`src/rtl/dbg_evt_pkg.sv`:
```
package dbg_evt_pkg;

  typedef enum logic {
    KIND_INS = 1'b0,
    KIND_LS  = 1'b1
  } evt_kind_e;

  typedef struct packed {
    logic wpi;
    logic wpl;
    logic bpi;
    logic bpl;
    logic done;
  } evt_flags_t;

  function automatic evt_flags_t merge_flags(evt_flags_t f, logic m_hit, logic kind,
                                             logic brk, logic d_hit);
    evt_flags_t r;
    r = f;
    if (m_hit) begin
      if (!brk && kind == KIND_INS) r.wpi = 1'b1;
      if (!brk && kind == KIND_LS)  r.wpl = 1'b1;
      if (brk && kind == KIND_INS)  r.bpi = 1'b1;
      if (brk && kind == KIND_LS)   r.bpl = 1'b1;
    end
    if (d_hit) r.done = 1'b1;
    return r;
  endfunction

endpackage

```
`src/rtl/dbg_evt_table.sv`:
```
module dbg_evt_table
  import dbg_evt_pkg::*;
#(
  parameter int unsigned NUM_TAGS = 8,
  parameter int unsigned TAG_W    = $clog2(NUM_TAGS),
  parameter int unsigned ADDR_W   = 32,
  parameter int unsigned RET_W    = 2
) (
  input  logic                    clk_i,
  input  logic                    rst_ni,
  input  logic                    match_valid_i,
  input  logic [TAG_W-1:0]        match_tag_i,
  input  logic                    match_kind_i,
  input  logic                    match_brk_i,
  input  logic [ADDR_W-1:0]       match_addr_i,
  input  logic                    ls_done_valid_i,
  input  logic [TAG_W-1:0]        ls_done_tag_i,
  input  logic [RET_W-1:0]        ret_valid_i,
  input  logic [RET_W*TAG_W-1:0]  ret_tag_i,
  input  logic                    flush_i,
  output evt_flags_t [RET_W-1:0]  ret_flags_o,
  output logic [RET_W*ADDR_W-1:0] ret_addr_o
);

  evt_flags_t        flags [NUM_TAGS];
  logic [ADDR_W-1:0] addrs [NUM_TAGS];
  logic [NUM_TAGS-1:0] ret_hit;
  logic [NUM_TAGS-1:0] busy;

  always_comb begin
    ret_hit = '0;
    for (int s = 0; s < RET_W; s++) begin
      if (ret_valid_i[s]) ret_hit[ret_tag_i[s*TAG_W +: TAG_W]] = 1'b1;
    end
  end

  for (genvar i = 0; i < NUM_TAGS; i++) begin : g_tag
    evt_flags_t        f_q;
    logic [ADDR_W-1:0] a_q;
    logic              m_hit, d_hit;

    assign m_hit = match_valid_i && (match_tag_i == TAG_W'(i));
    assign d_hit = ls_done_valid_i && (ls_done_tag_i == TAG_W'(i));

    always_ff @(posedge clk_i or negedge rst_ni) begin
      if (!rst_ni) begin
        f_q <= '0;
        a_q <= '0;
      end else begin
        if (flush_i || ret_hit[i]) f_q <= '0;
        else f_q <= merge_flags(f_q, m_hit, match_kind_i, match_brk_i, d_hit);
        // keep the address of the first load/store breakpoint access
        if (m_hit && match_brk_i && match_kind_i == KIND_LS && !f_q.bpl) a_q <= match_addr_i;
      end
    end

    assign flags[i] = f_q;
    assign addrs[i] = a_q;
    assign busy[i]  = f_q.wpi | f_q.wpl | f_q.bpi | f_q.bpl | f_q.done;
  end

  for (genvar s = 0; s < RET_W; s++) begin : g_slot
    logic [TAG_W-1:0] t;
    logic             m_hit, d_hit;
    assign t     = ret_tag_i[s*TAG_W +: TAG_W];
    assign m_hit = match_valid_i && (match_tag_i == t);
    assign d_hit = ls_done_valid_i && (ls_done_tag_i == t);
    assign ret_flags_o[s] = merge_flags(flags[t], m_hit, match_kind_i, match_brk_i, d_hit);
    assign ret_addr_o[s*ADDR_W +: ADDR_W] = flags[t].bpl ? addrs[t] : match_addr_i;
  end

  assert_flush_clears_R5: assert property (@(posedge clk_i) disable iff (!rst_ni)
    flush_i |=> (busy == '0));

endmodule

```
`src/rtl/dbg_evt_counter.sv`:
```
module dbg_evt_counter #(
  parameter int unsigned RET_W = 2,
  parameter int unsigned CNT_W = 16
) (
  input  logic             clk_i,
  input  logic             rst_ni,
  input  logic [RET_W-1:0] inc_i,
  output logic [CNT_W-1:0] cnt_o
);

  logic [CNT_W-1:0] cnt_q, step;

  always_comb begin
    step = '0;
    for (int s = 0; s < RET_W; s++) step = step + CNT_W'(inc_i[s]);
  end

  always_ff @(posedge clk_i or negedge rst_ni) begin
    if (!rst_ni) cnt_q <= '0;
    else         cnt_q <= cnt_q + step;
  end

  assign cnt_o = cnt_q;

  assert_cnt_step_R3: assert property (@(posedge clk_i) disable iff (!rst_ni)
    CNT_W'(cnt_q - $past(cnt_q)) <= CNT_W'(RET_W));

endmodule

```
`src/rtl/dbg_brk_arb.sv`:
```
module dbg_brk_arb
  import dbg_evt_pkg::*;
#(
  parameter int unsigned RET_W  = 2,
  parameter int unsigned TAG_W  = 3,
  parameter int unsigned ADDR_W = 32
) (
  input  logic                    clk_i,
  input  logic                    rst_ni,
  input  logic [RET_W-1:0]        ret_valid_i,
  input  logic [RET_W*TAG_W-1:0]  ret_tag_i,
  input  evt_flags_t [RET_W-1:0]  ret_flags_i,
  input  logic [RET_W*ADDR_W-1:0] ret_addr_i,
  input  logic                    ls_done_valid_i,
  input  logic [TAG_W-1:0]        ls_done_tag_i,
  output logic                    brk_req_o,
  output logic                    brk_after_o,
  output logic [ADDR_W-1:0]       brk_addr_o
);

  localparam int unsigned SEL_W = (RET_W > 1) ? $clog2(RET_W) : 1;

  logic              pend_q, pend_n;
  logic [TAG_W-1:0]  ptag_q, ptag_n;
  logic [ADDR_W-1:0] paddr_q, paddr_n;
  logic              req_q, req_n, after_q, after_n;
  logic [ADDR_W-1:0] addr_q, addr_n;
  logic              complete, found;
  logic [SEL_W-1:0]  sel;
  evt_flags_t        sf;

  assign complete = pend_q && ls_done_valid_i && (ls_done_tag_i == ptag_q);

  // oldest slot (lowest index) carrying a breakpoint
  always_comb begin
    found = 1'b0;
    sel   = '0;
    for (int s = RET_W - 1; s >= 0; s--) begin
      if (ret_valid_i[s] && (ret_flags_i[s].bpi || ret_flags_i[s].bpl)) begin
        found = 1'b1;
        sel   = SEL_W'(s);
      end
    end
  end

  assign sf = ret_flags_i[sel];

  always_comb begin
    req_n   = 1'b0;
    after_n = 1'b0;
    addr_n  = addr_q;
    pend_n  = pend_q;
    ptag_n  = ptag_q;
    paddr_n = paddr_q;
    if (complete) begin
      req_n   = 1'b1;
      after_n = 1'b1;
      addr_n  = paddr_q;
      pend_n  = 1'b0;
    end else if (found) begin
      if (sf.bpi) begin
        req_n = 1'b1;
      end else if (sf.done) begin
        req_n   = 1'b1;
        after_n = 1'b1;
        addr_n  = ret_addr_i[int'(sel)*ADDR_W +: ADDR_W];
      end else if (!pend_q) begin
        pend_n  = 1'b1;
        ptag_n  = ret_tag_i[int'(sel)*TAG_W +: TAG_W];
        paddr_n = ret_addr_i[int'(sel)*ADDR_W +: ADDR_W];
      end
    end
  end

  always_ff @(posedge clk_i or negedge rst_ni) begin
    if (!rst_ni) begin
      pend_q  <= 1'b0;
      ptag_q  <= '0;
      paddr_q <= '0;
      req_q   <= 1'b0;
      after_q <= 1'b0;
      addr_q  <= '0;
    end else begin
      pend_q  <= pend_n;
      ptag_q  <= ptag_n;
      paddr_q <= paddr_n;
      req_q   <= req_n;
      after_q <= after_n;
      addr_q  <= addr_n;
    end
  end

  assign brk_req_o   = req_q;
  assign brk_after_o = after_q;
  assign brk_addr_o  = addr_q;

  assert_ins_addr_hold_R6: assert property (@(posedge clk_i) disable iff (!rst_ni)
    (req_q && !after_q) |-> (addr_q == $past(addr_q)));

  assert_pend_hold_R8: assert property (@(posedge clk_i) disable iff (!rst_ni)
    (pend_q && !complete) |=> pend_q);

  assert_deferred_wins_R10: assert property (@(posedge clk_i) disable iff (!rst_ni)
    complete |=> (req_q && after_q && addr_q == $past(paddr_q)));

  assert_after_only_with_req_R7: assert property (@(posedge clk_i) disable iff (!rst_ni)
    after_q |-> req_q);

endmodule

```
`src/rtl/dbg_evt_retire.sv`:
```
module dbg_evt_retire
  import dbg_evt_pkg::*;
#(
  parameter int unsigned NUM_TAGS = 8,
  parameter int unsigned TAG_W    = $clog2(NUM_TAGS),
  parameter int unsigned ADDR_W   = 32,
  parameter int unsigned RET_W    = 2,
  parameter int unsigned CNT_W    = 16
) (
  input  logic                   clk_i,
  input  logic                   rst_ni,
  input  logic                   match_valid_i,
  input  logic [TAG_W-1:0]       match_tag_i,
  input  logic                   match_kind_i,
  input  logic                   match_brk_i,
  input  logic [ADDR_W-1:0]      match_addr_i,
  input  logic                   ls_done_valid_i,
  input  logic [TAG_W-1:0]       ls_done_tag_i,
  input  logic [RET_W-1:0]       ret_valid_i,
  input  logic [RET_W*TAG_W-1:0] ret_tag_i,
  input  logic                   flush_i,
  output logic [RET_W-1:0]       wp_ins_o,
  output logic [RET_W-1:0]       wp_ls_o,
  output logic [CNT_W-1:0]       cnt_ins_o,
  output logic [CNT_W-1:0]       cnt_ls_o,
  output logic                   brk_req_o,
  output logic                   brk_after_o,
  output logic [ADDR_W-1:0]      brk_addr_o
);

  evt_flags_t [RET_W-1:0]  ret_flags;
  logic [RET_W*ADDR_W-1:0] ret_addr;
  logic [RET_W-1:0]        hit_ins, hit_ls, wp_ins_q, wp_ls_q;

  dbg_evt_table #(
    .NUM_TAGS(NUM_TAGS), .TAG_W(TAG_W), .ADDR_W(ADDR_W), .RET_W(RET_W)
  ) u_table (
    .clk_i, .rst_ni,
    .match_valid_i, .match_tag_i, .match_kind_i, .match_brk_i, .match_addr_i,
    .ls_done_valid_i, .ls_done_tag_i,
    .ret_valid_i, .ret_tag_i, .flush_i,
    .ret_flags_o(ret_flags),
    .ret_addr_o (ret_addr)
  );

  for (genvar s = 0; s < RET_W; s++) begin : g_rep
    assign hit_ins[s] = ret_valid_i[s] && ret_flags[s].wpi;
    assign hit_ls[s]  = ret_valid_i[s] && ret_flags[s].wpl;

    assert_report_on_retire_R1: assert property (@(posedge clk_i) disable iff (!rst_ni)
      (wp_ins_q[s] || wp_ls_q[s]) |-> $past(ret_valid_i[s]));
  end

  always_ff @(posedge clk_i or negedge rst_ni) begin
    if (!rst_ni) begin
      wp_ins_q <= '0;
      wp_ls_q  <= '0;
    end else begin
      wp_ins_q <= hit_ins;
      wp_ls_q  <= hit_ls;
    end
  end

  dbg_evt_counter #(.RET_W(RET_W), .CNT_W(CNT_W)) u_cnt_ins (
    .clk_i, .rst_ni, .inc_i(hit_ins), .cnt_o(cnt_ins_o)
  );

  dbg_evt_counter #(.RET_W(RET_W), .CNT_W(CNT_W)) u_cnt_ls (
    .clk_i, .rst_ni, .inc_i(hit_ls), .cnt_o(cnt_ls_o)
  );

  dbg_brk_arb #(.RET_W(RET_W), .TAG_W(TAG_W), .ADDR_W(ADDR_W)) u_arb (
    .clk_i, .rst_ni,
    .ret_valid_i, .ret_tag_i,
    .ret_flags_i(ret_flags),
    .ret_addr_i (ret_addr),
    .ls_done_valid_i, .ls_done_tag_i,
    .brk_req_o, .brk_after_o, .brk_addr_o
  );

  assign wp_ins_o = wp_ins_q;
  assign wp_ls_o  = wp_ls_q;

endmodule

```
`config.mk`:
```
export PLATFORM = sky130hd
export DESIGN_NAME = dbg_evt_retire
export DESIGN_NICKNAME = d
export VERILOG_FILES = /design/src/rtl/dbg_evt_pkg.sv /design/src/rtl/dbg_evt_table.sv /design/src/rtl/dbg_evt_counter.sv /design/src/rtl/dbg_brk_arb.sv /design/src/rtl/dbg_evt_retire.sv
export SDC_FILE = /design/constraint.sdc
export NUM_CORES = 1
export LEC_CHECK = 0
export CAP_MARGIN = 30
export CELL_PAD_IN_SITES_DETAIL_PLACEMENT = 1
export CELL_PAD_IN_SITES_GLOBAL_PLACEMENT = 1
export CORE_UTILIZATION = 40
export DETAILED_ROUTE_END_ITERATION = 16
export HOLD_SLACK_MARGIN = 0.12
export PLACE_DENSITY = 0.64
export SLEW_MARGIN = 10
export SYNTH_ARGS = -nofsm -noshare
export SYNTH_HDL_FRONTEND = slang
export SYNTH_HIERARCHICAL = 1
export SYNTH_SLANG_ARGS = --single-unit
export TNS_END_PERCENT = 100
```
`constraint.sdc`:
```
create_clock -name clk_i -period 3.55 [get_ports clk_i]
set_input_delay 1.065 -clock clk_i [delete_from_list [all_inputs] [get_ports clk_i]]
set_output_delay 1.065 -clock clk_i [all_outputs]
set_load 0.02 [all_outputs]
```
==> reports/qor.txt, run 1 <==
largest family of logic cells by synthesized area = multiplexers
outcome = finished clean
vias in the first global route = 17200
IO buf count = 122
antenna violations before repair = 3
largest net degree at the start of global routing = 81
post-CTS setup buffer count = 0
Total Wirelength = 67400 um
library cells used by synthesis = 68
predominant post-synthesis flop cell = dfrtp_1
Core ar. = 54200 sq um
CP Capture Type = register
syn_area_per_cell = 12.0 sq um
first-pass GRT wire length = 106000 um
Adder-Cell Fraction of Synth Area = 0.00294
critical path's slowest cell = buf_4
Critical R2R Capture = u_arb/brk_addr_o[15]
R2R cell count = 8
most common cell after layout, fill and taps aside = dfrtp_1
Peak VDD IR = 0.000331 V
mux cell area share after synthesis = 0.298
Post-DP Area = 24800 sq um
Hold WC Path Type = in -> async
post-synthesis simple-gate area fraction = 0.0747
Slew HR = 0.456
element type at the critical path start = input pin
post-route cell area = 26400 sq um
skew final = 0.0163 ns
CP Max Fanout = 64
most frequent cells in the layout = 402 x dfrtp_1, 263 x mux2_2, 121 x buf_4, 117 x mux2i_1, 116 x nor2_1
CTS max path bufs = 3
top cell type by total area after synthesis = dfrtp_1
Final Total Pwr = 14700 uW
Synth Register Bits = 402
Filler Cell Count = 5575
CTS Buf Count = 47
area share of the largest cell type after synthesis = 0.455
Crit path max-delay family = multiplexers
antenna-violating nets left = 0
register area share after synthesis = 0.455
Initial DRT Pass Iterations = 5
Pleak = 0.0118 uW
Syn Inst Count = 1839
Worst Path Buf+Inv = 3
CTS sink cnt = 402
gpl congestion = 0.825
Setup Crit Path Kind = in -> reg
clock latency on the worst-skew pair = 0.59 ns
Critical Path AT = 3.92 ns
H-tree levels = 2
Detail Placement HPWL = 42300 um
cell area after technology mapping = 22100 sq um
initial DRC count = 955
Synth Area in XOR/XNOR = 0.0163
CTS tree = done
worst r2r src = u_table/flags[6]
gr usage total = 0.245
Diodes inserted = 0
Pwr Density = 556 nW/um^2
achievable frequency = 0.290 GHz
worst path cell trace = buf_4, mux4_2, mux2i_4, buf_4, o21ai_0, mux2i_1, buf_4, a21oi_1, mux2_4
Fin. Hold Viols = 0
Worst-path clk slew = 0.06 ns
CTS Hold Bufs = 0
Die Wd = 237 um
Die ar. = 56200 sq um
WP data required = 4.01 ns
per-cell routed wire length = 24.8 um
fraction of layout cells with a size suffix above 1 = 0.319
drt drc = 0
complex-gate fraction of the synthesized area = 0.105
die height = 237 um
via count = 15800
synth warn = 6
Initial Util = 0.407
number of synthesized flops with an enable pin = 0
fin crit share = 0.973
vias per cell = 5.83
Max-Cap Viols = 0
top post-synthesis cells by area = dfrtp_1 46%, mux2_2 13%, mux4_2 7.7%
gr ovfl total = 0
final net count = 2038
Area growth, synth to finish = 19.3%
Period minus WS final = 3.45 ns
register-to-register setup slack = 0.34 ns
fin. max-slew vios = 0
asr flop ratio synth = 1.00
RSZ-0062 raised after global routing = false
row cnt = 85
io pins = 123
Crit path largest cell delay = 0.67 ns
syn nets = 1896
Slew @ Worst Pin = 0.816 ns
# setup viols final = 0
clock root cell = clkbuf_16
most used cell, CP = buf_4
## where the power goes
part | switching (uW) | leakage, uW | internal (uW)
registers | 757 | 0.00519 | 5580
logic | 1530 | 0.00588 | 1920
clock network | 1970 | 0.000757 | 2890
total | 4260 | 0.0118 | 10400
## stage by stage
stage               hold slack (ns)  setup WS (ns)  TNS, ns   util  std cells
floorplan                     0.449         -0.140    -7.58      -       1839
global placement              0.459         -0.380   -24.91  0.457       2628
detailed placement            0.476         -0.417   -31.09  0.457       2628
CTS                           0.489          0.181        0  0.486       2714
global route                  0.500        0.00547        0  0.486       2714
finish                        0.480         0.0973        0  0.486       2714
## cells by family after synthesis
| kind of cell | count (synthesis) |
|---|---|
| buffers and inverters | 194 |
| XOR/XNOR | 41 |
| adder cells (fa/ha/maj) | 4 |
| AND/OR/NAND/NOR | 330 |
| flip-flops | 402 |
| multiplexers | 512 |
| AO/OA/AOI/OAI | 356 |
## cell type report
cell class,count,area (sq um),area share
clock buffers,76,1430,0.0542
clock inverters,10,118,0.00446
inverters,18,67.6,0.00256
multi-input cells,1243,11100,0.422
flip-flops and latches,402,10100,0.382
well taps,696,871,0.0330
repair buffers,269,2700,0.102
## metal layers
metal	routed length [um]	track usage	share of wire
met2	32300	0.402	0.48
met3	3170	0.0370	0.047
met5	30	0	0.00045
met4	1360	0.0643	0.020
met1	30500	0.340	0.45
## repair_timing
| action | CTS | global route |
|---|---|---|
| hold endpoints to repair | 0 | 0 |
| resized for setup | 0 | 1 |
| endpoints found under the setup margin | 0 | 37 |
## cells in the mapped netlist (all sizes together), types with 15 or more instances
| master | n |
|---|---|
| a31oi | 40 |
| nor2 | 127 |
| mux2i | 118 |
| xor2 | 22 |
| a21oi | 84 |
| o21ai | 83 |
| inv | 18 |
| buf | 124 |
| xnor2 | 19 |
| nand3 | 29 |
| a22oi | 51 |
| o22a | 17 |
| dfrtp | 402 |
| a211o | 15 |
| nand2 | 107 |
| clkbuf | 52 |
| mux4 | 76 |
| mux2 | 318 |
## worst max-delay path by stage
stage	to	startpoint	slack [ns]	cells past startpoint
finish	u_arb/brk_addr_o[15]	ret_tag_i[4]	0.1	9
global route	u_cnt_ins/cnt_o[14]	match_tag_i[1]	0.005	12
CTS	u_cnt_ins/cnt_o[14]	match_tag_i[1]	0.18	12
detailed placement	u_arb/paddr_q[15]	match_tag_i[1]	-0.42	10
global placement	u_arb/brk_addr_o[1]	match_tag_i[1]	-0.38	11
floorplan	u_arb/paddr_q[30]	ret_tag_i[1]	-0.14	13
## sequential cells by signal (all words and copies together), names as in the netlist
signal / count
u_arb/brk_addr_o: 32
u_arb/brk_after_o: 1
u_arb/brk_req_o: 1
u_arb/paddr_q: 32
u_arb/pend_q: 1
u_arb/ptag_q: 3
u_cnt_ins/cnt_o: 16
u_cnt_ls/cnt_o: 16
u_table/flags: 40
u_table/g_tag.a_q: 256
wp_ins_o: 2
wp_ls_o: 2
(Power assumes the default switching activity.)
==> inputs of run 2 (changes only) <==
--- a/config.mk
+++ b/config.mk
@@ -9,9 +9,11 @@
 export CELL_PAD_IN_SITES_DETAIL_PLACEMENT = 1
 export CELL_PAD_IN_SITES_GLOBAL_PLACEMENT = 1
 export CORE_UTILIZATION = 40
+export CTS_BUF_LIST = sky130_fd_sc_hd__clkbuf_8
 export DETAILED_ROUTE_END_ITERATION = 16
 export HOLD_SLACK_MARGIN = 0.12
 export PLACE_DENSITY = 0.64
+export SKIP_LAST_GASP = 1
 export SLEW_MARGIN = 10
 export SYNTH_ARGS = -nofsm -noshare
 export SYNTH_HDL_FRONTEND = slang
==> reports/qor.txt, run 2 (synthesis results as in run 1) <==
die height = 237 um (unchanged)
Detail Placement HPWL = 42300 um (unchanged)
final net count = 2066 (+1.4%)
gpl congestion = 0.825 (unchanged)
Final Non-Filler Cells = 2757 (+1.6%)
WP data required = 4.05 ns (+0.04 ns)
Pwr Density = 546 nW/um^2 (-1.8%)
row cnt = 85 (unchanged)
vias in the first global route = 17200 (+0.11%)
CTS sink cnt = 402 (unchanged)
skew final = 0.0205 ns (+0.00423 ns)
CTS max path bufs = 3 (unchanged)
RSZ-0062 raised after global routing = false
Hold WC Path Type = in -> async
Largest Register = u_table/g_tag.a_q
antenna violations before repair = 4 (+1)
most common cell after layout, fill and taps aside = dfrtp_1
clock latency on the worst-skew pair = 0.65 ns (+0.06 ns)
element type at the critical path start = input pin
FF/Latch Area = 10100 sq um (unchanged)
# setup viols final = 0 (unchanged)
CP Capture Type = register
gr ovfl total = 0 (unchanged)
post-route cell area = 26400 sq um (unchanged)
Filler Cell Count = 5606 (+0.56%)
Area growth, synth to finish = 19.3% (unchanged)
Setup TNS = 0 ns (unchanged)
most frequent cells in the layout = 402 x dfrtp_1, 263 x mux2_2, 121 x buf_4, 117 x mux2i_1, 116 x nor2_1
fin. max-slew vios = 0 (unchanged)
initial DRC count = 958 (+0.31%)
IO buf count = 122 (unchanged)
per-cell routed wire length = 24.4 um (-1.7%)
Initial Util = 0.407 (unchanged)
achievable frequency = 0.296 GHz (+2.3%)
CTS Buf Count = 75 (+60%)
Core ar. = 54200 sq um (unchanged)
Die Wd = 237 um (unchanged)
H-tree levels = 3 (+1)
area of the multi-input gates = 11100 sq um (unchanged)
Die ar. = 56200 sq um (unchanged)
largest net degree at the start of global routing = 81 (unchanged)
Pleak = 0.0119 uW (+0.92%)
Critical Path AT = 3.88 ns (-0.04 ns)
gr usage total = 0.246 (+0.000650)
first-pass GRT wire length = 106000 um (-0.23%)
CP Max Fanout = 70 (+9.4%)
outcome = finished clean
Fin. Hold Viols = 0 (unchanged)
Initial DRT Pass Iterations = 5 (unchanged)
vias per cell = 5.80 (-0.58%)
Setup Crit Path Kind = in -> reg
Total Wirelength = 67300 um (-0.12%)
via count = 16000 (+0.99%)
fraction of layout cells with a size suffix above 1 = 0.331 (+0.0124)
drt drc = 0 (unchanged)
Max-Cap Viols = 0 (unchanged)
CTS Hold Bufs = 0 (unchanged)
CTS tree = done
post-CTS resize count = 0 (unchanged)
fin crit share = 0.951 (-0.0215)
antenna-violating nets left = 0 (unchanged)
fin util = 0.486 (unchanged)
Peak VDD IR = 0.000250 V (-25%)
Slew @ Worst Pin = 0.826 ns (+0.0104 ns)
post-CTS setup buffer count = 0 (unchanged)
clock root cell = clkbuf_8
Period minus WS final = 3.38 ns (-0.0762 ns)
Placed Cells = 2628 (unchanged)
Post-DP Area = 24800 sq um (unchanged)
Largest register FFs = 256 (unchanged)
Slew HR = 0.449 (-0.00694)
Worst-path clk slew = 0.05 ns (about the same)
io pins = 123 (unchanged)
## run 2: changes by cell type in the layout (fill, tap and decap cells not counted), sizes merged
cell,change
clkinv,-3
clkbuf,+26
diode,+1
inv,+19
clkinvlp,+1
bufinv,-1
## run 2: path summary, 6_finish.rpt
kind                                startpoint                       end  cells past startpoint  slack [ns]
max in group asynchronous               rst_ni  u_table/g_tag[6].a_q[13]                      2        2.29
setup / recovery                match_tag_i[2]         u_arb/paddr_q[20]                     10        0.17
hold reg to reg            u_cnt_ins/cnt_o[15]       u_cnt_ins/cnt_o[15]                      1        0.48
setup reg to reg              u_table/flags[6]      u_arb/brk_addr_o[15]                      8        0.42
hold / removal                          rst_ni         u_cnt_ls/cnt_o[2]                      1        0.45
min in group clk_i         u_cnt_ins/cnt_o[15]       u_cnt_ins/cnt_o[15]                      1        0.48
## run 2: area by class of cell
type,count,share of cell area
inverters,18,0.00256
flip-flops and latches,402,0.382
diodes,1,0.0000950
clock inverters,26,0.00527
multi-input cells,1243,0.422
repair buffers,269,0.102
well taps,696,0.0330
clock buffers,102,0.0533
## run 2: power by group
| part | switching [uW] | internal, uW |
|---|---|---|
| Combinational | 1520 | 1920 |
| Sequential | 750 | 5580 |
| Clock | 2010 | 2610 |
## run 2: through the flow
stage	setup WS [ns]	power [uW]	hold slack, ns
after floorplan	-0.140	8480	0.449
after global placement	-0.380	9680	0.459
after detailed placement	-0.417	9870	0.476
after CTS	0.276	14600	0.441
after global routing	0.0142	15200	0.470
final	0.173	14400	0.450
## run 2: metal layers
layer / wire length (um) / vias to the layer above / global-route usage
li1: - / 7107 / -
met1: 30900 / 8373 / 0.339
met2: 31900 / 382 / 0.401
met3: 3060 / 124 / 0.0421
met4: 1430 / 6 / 0.0653
met5: 34 / - / 0
## run 2: worst max-delay path, cell delays in order
cell and delay (ns):
clkdlybuf4s50_1 0.53, xnor2_1 0.14, nand4_1 0.28, o21ai_0 0.41, o21a_1 0.22, a21boi_1 0.08
or4b_2 0.72, buf_12 0.22, nand2_1 0.10, o21ai_1 0.07
